### config.mk
export PLATFORM = sky130hd
export DESIGN_NAME = page_splitter
export DESIGN_NICKNAME = d
export VERILOG_FILES = /design/src/rtl/page_split_pkg.sv /design/src/rtl/page_split_norm.sv /design/src/rtl/page_split_chooser.sv /design/src/rtl/page_splitter.sv
export SDC_FILE = /design/constraint.sdc
export NUM_CORES = 1
export LEC_CHECK = 0
export ABC_AREA = 1
export BUFFER_PORTS_ARGS = -buffer_cell sky130_fd_sc_hd__buf_2
export CORE_MARGIN = 2
export CORE_UTILIZATION = 35
export CTS_BUF_LIST = sky130_fd_sc_hd__clkbuf_8
export DETAILED_ROUTE_END_ITERATION = 7
export REMOVE_ABC_BUFFERS = 1
export SLEW_MARGIN = 15
export SYNTH_ARGS = -nofsm -noshare
export SYNTH_HDL_FRONTEND = slang
export SYNTH_HIERARCHICAL = 1
export SYNTH_SLANG_ARGS = --single-unit
### constraint.sdc
create_clock -name clk -period 3.5 [get_ports clk]
set_input_delay 0.525 -clock clk [delete_from_list [all_inputs] [get_ports clk]]
set_output_delay 0.525 -clock clk [all_outputs]
set_load 0.005 [all_outputs]
### src/rtl/page_split_pkg.sv
package page_split_pkg;

  localparam int unsigned N_PG    = 4;
  localparam int unsigned PGSZ_W  = 2;
  localparam int unsigned GRAN_SH = 12;

  typedef enum logic [PGSZ_W-1:0] {
    PG_4K  = 2'd0,
    PG_64K = 2'd1,
    PG_1M  = 2'd2,
    PG_16M = 2'd3
  } pgsz_e;

  // log2 of the page size for code idx: 12, 16, 20, 24
  function automatic int unsigned pg_shift(input int unsigned idx);
    return GRAN_SH + 4 * idx;
  endfunction

endpackage

### src/rtl/page_split_norm.sv
module page_split_norm
  import page_split_pkg::*;
#(
  parameter int unsigned ADDR_W = 32,
  parameter int unsigned SIZE_W = 32,
  parameter int unsigned REM_W  = SIZE_W + 1
) (
  input  logic [ADDR_W-1:0] va,
  input  logic [ADDR_W-1:0] pa,
  input  logic [SIZE_W-1:0] size,
  output logic [ADDR_W-1:0] va_al,
  output logic [ADDR_W-1:0] pa_al,
  output logic [REM_W-1:0]  len
);

  localparam logic [REM_W-1:0]  GMASK_L = (REM_W'(1) << GRAN_SH) - REM_W'(1);
  localparam logic [ADDR_W-1:0] GMASK_A = (ADDR_W'(1) << GRAN_SH) - ADDR_W'(1);

  logic [REM_W-1:0] widened;

  always_comb begin
    widened = REM_W'(size) + REM_W'(va[GRAN_SH-1:0]);
    len     = (widened + GMASK_L) & ~GMASK_L;
    va_al   = va & ~GMASK_A;
    pa_al   = pa & ~GMASK_A;
  end

endmodule

### src/rtl/page_split_chooser.sv
module page_split_chooser
  import page_split_pkg::*;
#(
  parameter int unsigned   ADDR_W    = 32,
  parameter int unsigned   REM_W     = 33,
  parameter logic [N_PG-1:0] PAGE_MASK = 4'b1111
) (
  input  logic [ADDR_W-1:0] va,
  input  logic [REM_W-1:0]  rem,
  output logic              ok,
  output pgsz_e             code,
  output logic [REM_W-1:0]  bytes
);

  logic [N_PG-1:0]  fits;
  logic [REM_W-1:0] sz_tab [N_PG];

  for (genvar i = 0; i < N_PG; i++) begin : g_size
    localparam int unsigned       SH = pg_shift(i);
    localparam logic [ADDR_W-1:0] AM = (ADDR_W'(1) << SH) - ADDR_W'(1);
    localparam logic [REM_W-1:0]  SZ = REM_W'(1) << SH;
    if (PAGE_MASK[i]) begin : g_on
      assign fits[i] = (rem >= SZ) && ((va & AM) == '0);
    end else begin : g_off
      assign fits[i] = 1'b0;
    end
    assign sz_tab[i] = SZ;
  end

  // ascending scan: the largest qualifying size is written last and wins
  always_comb begin
    ok    = 1'b0;
    code  = PG_4K;
    bytes = '0;
    for (int i = 0; i < N_PG; i++) begin
      if (fits[i]) begin
        ok    = 1'b1;
        code  = pgsz_e'(i);
        bytes = sz_tab[i];
      end
    end
  end

endmodule

### src/rtl/page_splitter.sv
module page_splitter
  import page_split_pkg::*;
#(
  parameter int unsigned     ADDR_W    = 32,
  parameter int unsigned     SIZE_W    = 32,
  parameter int unsigned     ELSZ_W    = 2,
  parameter logic [N_PG-1:0] PAGE_MASK = 4'b1111
) (
  input  logic              clk,
  input  logic              rst,
  input  logic              in_valid,
  output logic              in_ready,
  input  logic [ADDR_W-1:0] in_va,
  input  logic [ADDR_W-1:0] in_pa,
  input  logic [SIZE_W-1:0] in_size,
  input  logic [ELSZ_W-1:0] in_elsz,
  input  logic              in_endian,
  input  logic              in_mixed,
  output logic              out_valid,
  input  logic              out_ready,
  output logic [ADDR_W-1:0] out_va,
  output logic [ADDR_W-1:0] out_pa,
  output logic [PGSZ_W-1:0] out_pgsz,
  output logic [ELSZ_W-1:0] out_elsz,
  output logic              out_endian,
  output logic              out_mixed,
  output logic              done,
  output logic              cfg_err
);

  localparam int unsigned REM_W = SIZE_W + 1;

  typedef enum logic {ST_IDLE, ST_WALK} st_e;

  st_e               st_q;
  logic [ADDR_W-1:0] cur_va_q, cur_pa_q;
  logic [REM_W-1:0]  rem_q;
  logic [ELSZ_W-1:0] elsz_q;
  logic              endian_q, mixed_q;
  logic              ovalid_q, done_q, err_q;
  logic [ADDR_W-1:0] ova_q, opa_q;
  pgsz_e             ocode_q;

  logic [ADDR_W-1:0] n_va, n_pa;
  logic [REM_W-1:0]  n_len;
  logic              pick_ok;
  pgsz_e             pick_code;
  logic [REM_W-1:0]  pick_bytes;
  logic              accept, step;

  page_split_norm #(
    .ADDR_W(ADDR_W), .SIZE_W(SIZE_W), .REM_W(REM_W)
  ) u_norm (
    .va(in_va), .pa(in_pa), .size(in_size),
    .va_al(n_va), .pa_al(n_pa), .len(n_len)
  );

  page_split_chooser #(
    .ADDR_W(ADDR_W), .REM_W(REM_W), .PAGE_MASK(PAGE_MASK)
  ) u_pick (
    .va(cur_va_q), .rem(rem_q),
    .ok(pick_ok), .code(pick_code), .bytes(pick_bytes)
  );

  assign accept = (st_q == ST_IDLE) && in_valid;
  // a new step may run when the output slot is empty or being drained
  assign step   = (st_q == ST_WALK) && (!ovalid_q || out_ready);

  always_ff @(posedge clk) begin
    if (rst) begin
      st_q     <= ST_IDLE;
      ovalid_q <= 1'b0;
      done_q   <= 1'b0;
      err_q    <= 1'b0;
      rem_q    <= '0;
      cur_va_q <= '0;
      cur_pa_q <= '0;
      elsz_q   <= '0;
      endian_q <= 1'b0;
      mixed_q  <= 1'b0;
      ova_q    <= '0;
      opa_q    <= '0;
      ocode_q  <= PG_4K;
    end else begin
      done_q <= 1'b0;
      err_q  <= 1'b0;
      if (accept) begin
        cur_va_q <= n_va;
        cur_pa_q <= n_pa;
        rem_q    <= n_len;
        elsz_q   <= in_elsz;
        endian_q <= in_endian;
        mixed_q  <= in_mixed;
        if (n_len == '0) begin
          done_q <= 1'b1;
        end else begin
          st_q <= ST_WALK;
        end
      end else if (step) begin
        if (rem_q == '0) begin
          ovalid_q <= 1'b0;
          done_q   <= 1'b1;
          st_q     <= ST_IDLE;
        end else if (pick_ok) begin
          ovalid_q <= 1'b1;
          ova_q    <= cur_va_q;
          opa_q    <= cur_pa_q;
          ocode_q  <= pick_code;
          cur_va_q <= cur_va_q + ADDR_W'(pick_bytes);
          cur_pa_q <= cur_pa_q + ADDR_W'(pick_bytes);
          rem_q    <= rem_q - pick_bytes;
        end else begin
          ovalid_q <= 1'b0;
          err_q    <= 1'b1;
          done_q   <= 1'b1;
          st_q     <= ST_IDLE;
        end
      end
    end
  end

  assign in_ready   = (st_q == ST_IDLE);
  assign out_valid  = ovalid_q;
  assign out_va     = ova_q;
  assign out_pa     = opa_q;
  assign out_pgsz   = ocode_q;
  assign out_elsz   = elsz_q;
  assign out_endian = endian_q;
  assign out_mixed  = mixed_q;
  assign done       = done_q;
  assign cfg_err    = err_q;

endmodule

==> out/metrics.yaml <==
status: "complete, no violations"
dr.pass1.iters: 6
cts_sinks: 171
cts_made_buffers: 17
critPathArrivalTime_ps: 3590
grtUsageTotal_pct: 20.78
worstHoldPathType: "in -> reg"
ff_latch_area_mm2: 0.003423
met3_usage_pct: 2.038
portBuffers: 165
nets: 3377
p_total_mw: 5.894
area_growth_pct: 8.205
fin_skew_ps: 20.96
cp_top_family: "simple AND/OR/NAND/NOR gates"
row_count: 80
max-slew-margin-rel_pct: 27.34
cts_root_buffer: "clkbuf_8"
leakagePower_nw: 10.40
ys.flop_type: "dfxtp_1"
netlist_area_mm2: 0.01699
async_reset_ff_share_pct: 0
p_clk_share_pct: 25.2
grt_setup_unrepaired: "false"
setup-tns-final_ps: 0
maxSlewViolCount: 0
synth_top_area_share_pct: 25.87
cts_max_level: 4
diodes: 0
swShare_pct: 42.20
ir_drop_v: 0.0002483
crit_chain: "nor2_1, nand4_1, nor2_1, nor2_1, nand2_1, inv_1, inv_1, ha_1, nand2_1, nor2_2, nand2_1, inv_1, nand3_1, nand3_1, nand2_1, nand3_1, a21oi_1"
antenna_found_initial: 0
post_cts_resized: 0
met1_usage_pct: 25.99
synth_edf_count: 0
fillerInstances: 5511
power_density_mw_per_mm2: 320.6
clk_latency_ps: 550
grt_remaining_overflow: 0
vias: 17380
crit_path_start_kind: "flip-flop"
start_util_pct: 35.50
netSwitchingPower_mw: 2.487
drive_gt1_share_pct: 8.020
post_dp_cell_area_mm2: 0.01798
io-pin-count: 178
die_h_um: 224.3
grt.busiest_layer: "met2"
via_per_inst: 4.594
pwr-share-comb_pct: 37.8
grt_pass1_vias: 16480
cts.clk_slew.worst_paths_ps: 110
use_met2_pct: 37.19
clk_path_buf_depth: 2
cp.required_ps: 3900
multi_input_area_mm2: 0.01058
crit_path_top_delay_cell: "dfxtp_1"
critical_path.most_common_cell: "nand2_1"
worst_slack_ps: 310.0
syn_inst: 3054
drt-wirelength-per-cell_um: 13.70
drc: 0
ys_seq_elements: 171
core-area_mm2: 0.04785
synth.top_cells.by_count: "nand2_1, inv_1, nor2_1"
grt_start_max_net_pins: 85
final_core_util_pct: 38.42
synth.most_common_cell: "nand2_1"
critical_path_buf_inv_count: 3
ant_nets: 0
dieArea_mm2: 0.05032
crit_fanout: 5
fp.dieW_um: 224.3
hold_viol_final: 0
yosys.cell_types.count: 40
seqPwrFrac_pct: 36.9
post-dp-hpwl_um: 42400
syn-mean-instance-area_um2: 5.562
max_freq_ghz: 0.3135
maxCapViolCount: 0
p_int_mw: 3.406
crit_path_end_kind: "flip-flop"
synthTopCellsByArea: "nand2_1, dfxtp_1, inv_1"
cts_tree: "built"
gp_congestion: 0.9072
critical_path_class: "reg -> reg"
slowest_delay_ps: 530
postCtsSetupRepairBufs: 0
routed_wl_um: 51820
yosys_warnings: 6
fin_area_mm2: 0.01838
setup_viol: 0
timing_worst_slew_pin_value_ps: 1089
place_ws_ps: 261.7
period_minus_slack_ps: 3190
cts_hold_buffers: 0
fin_crit_sh_pct: 91.14
ys_seq_area_share_pct: 20.15
grt_first_pass_wirelength_um: 82770
synth_area_leader_cell: "nand2_1"
drt-initial-drc-count: 960
==> worst paths after layout <==
kind | from | end | slack [ps] | depth (start not counted)
worst max-delay path | rem_q[32] | rem_q[22] | 310 | 17
worst max register to register | rem_q[32] | rem_q[22] | 310 | 17
worst min-delay path | in_mixed | out_mixed | 230 | 3
worst min register to register | out_va[6] | out_va[6] | 470 | 2
==> kinds of logic after synthesis <==
| group | after synthesis | share of synthesized area (%) |
|---|---|---|
| buf+inv | 742 | 19.07 |
| flops | 171 | 20.15 |
| compound gates | 289 | 9.531 |
| fa+ha+maj | 119 | 8.897 |
| other cells | 2 | 0.04421 |
| simple gates | 1693 | 40.35 |
| xor+xnor | 38 | 1.959 |
==> cells in the final DEF (no fill, tap or decap), drive strengths merged <==
| cell | count |
|---|---|
| nand3b | 13 |
| a31oi | 21 |
| nor4 | 8 |
| and2 | 2 |
| xor2 | 33 |
| o21ai | 22 |
| o21bai | 8 |
| nand3 | 184 |
| nand2 | 1177 |
| clkbuf | 17 |
| a21oi | 192 |
| and3 | 1 |
| bufinv | 1 |
| inv | 577 |
| a21o | 3 |
| o21a | 2 |
| nand4 | 27 |
| nor3 | 28 |
| or2 | 11 |
| nor3b | 1 |
| ha | 116 |
| clkinvlp | 2 |
| clkinv | 6 |
| xnor2 | 5 |
| dfxtp | 171 |
| a21boi | 41 |
| buf | 189 |
| nor2 | 241 |
| fa | 3 |
| conb | 65 |
==> worst register-to-register path: stages (launching register included) <==
cell and delay, ps:
dfxtp_1 530, nor2_1 80, nand4_1 210, nor2_1 140
nor2_1 240, nand2_1 150, inv_1 200, inv_1 90
ha_1 370, nand2_1 130, nor2_2 200, nand2_1 130
inv_1 100, nand3_1 160, nand3_1 130, nand2_1 50
nand3_1 70, a21oi_1 70
==> routing by layer <==
| layer | share of wire (%) | routed length, um |
|---|---|---|
| met3 | 3.5 | 1830 |
| met5 | 0 | 0 |
| met2 | 48 | 24720 |
| met1 | 46 | 23870 |
| met4 | 2.7 | 1393 |
==> flip-flops by register name, summed over array words and instances, names as in the netlist <==
signal	flops
out_pgsz	2
cfg_err	1
cur_pa_q	32
rem_q	33
out_elsz	2
out_va	32
st_q	1
out_valid	1
done	1
cur_va_q	32
out_endian	1
out_pa	32
out_mixed	1
==> metrics by stage <==
stage	hold slack (ps)	std cells
global route	260.8	3782
finish	225.1	3782
floorplan	447.0	2946
CTS	185.9	3782
detailed placement	452.2	3750
global placement	449.8	3750
==> power groups by stage <==
stage	combinational, mW	clock (mW)	sequential, mW
final	2.23	1.49	2.18
after detailed placement	2.15	0	2.22
after floorplan	1.57	0	2.18
after CTS	2.16	1.55	2.18
after global routing	2.55	1.60	2.19
after global placement	2.15	0	2.22
==> final cells by class <==
cell class / count / share of cell area (%)
clock inverter: 15 / 0.8441
timing repair buffer: 189 / 5.827
inverter: 571 / 11.68
sequential: 171 / 18.62
clock buffer: 17 / 1.273
multi-input combinational: 2204 / 57.57
tap: 615 / 4.186
(Power assumes the default switching activity.)
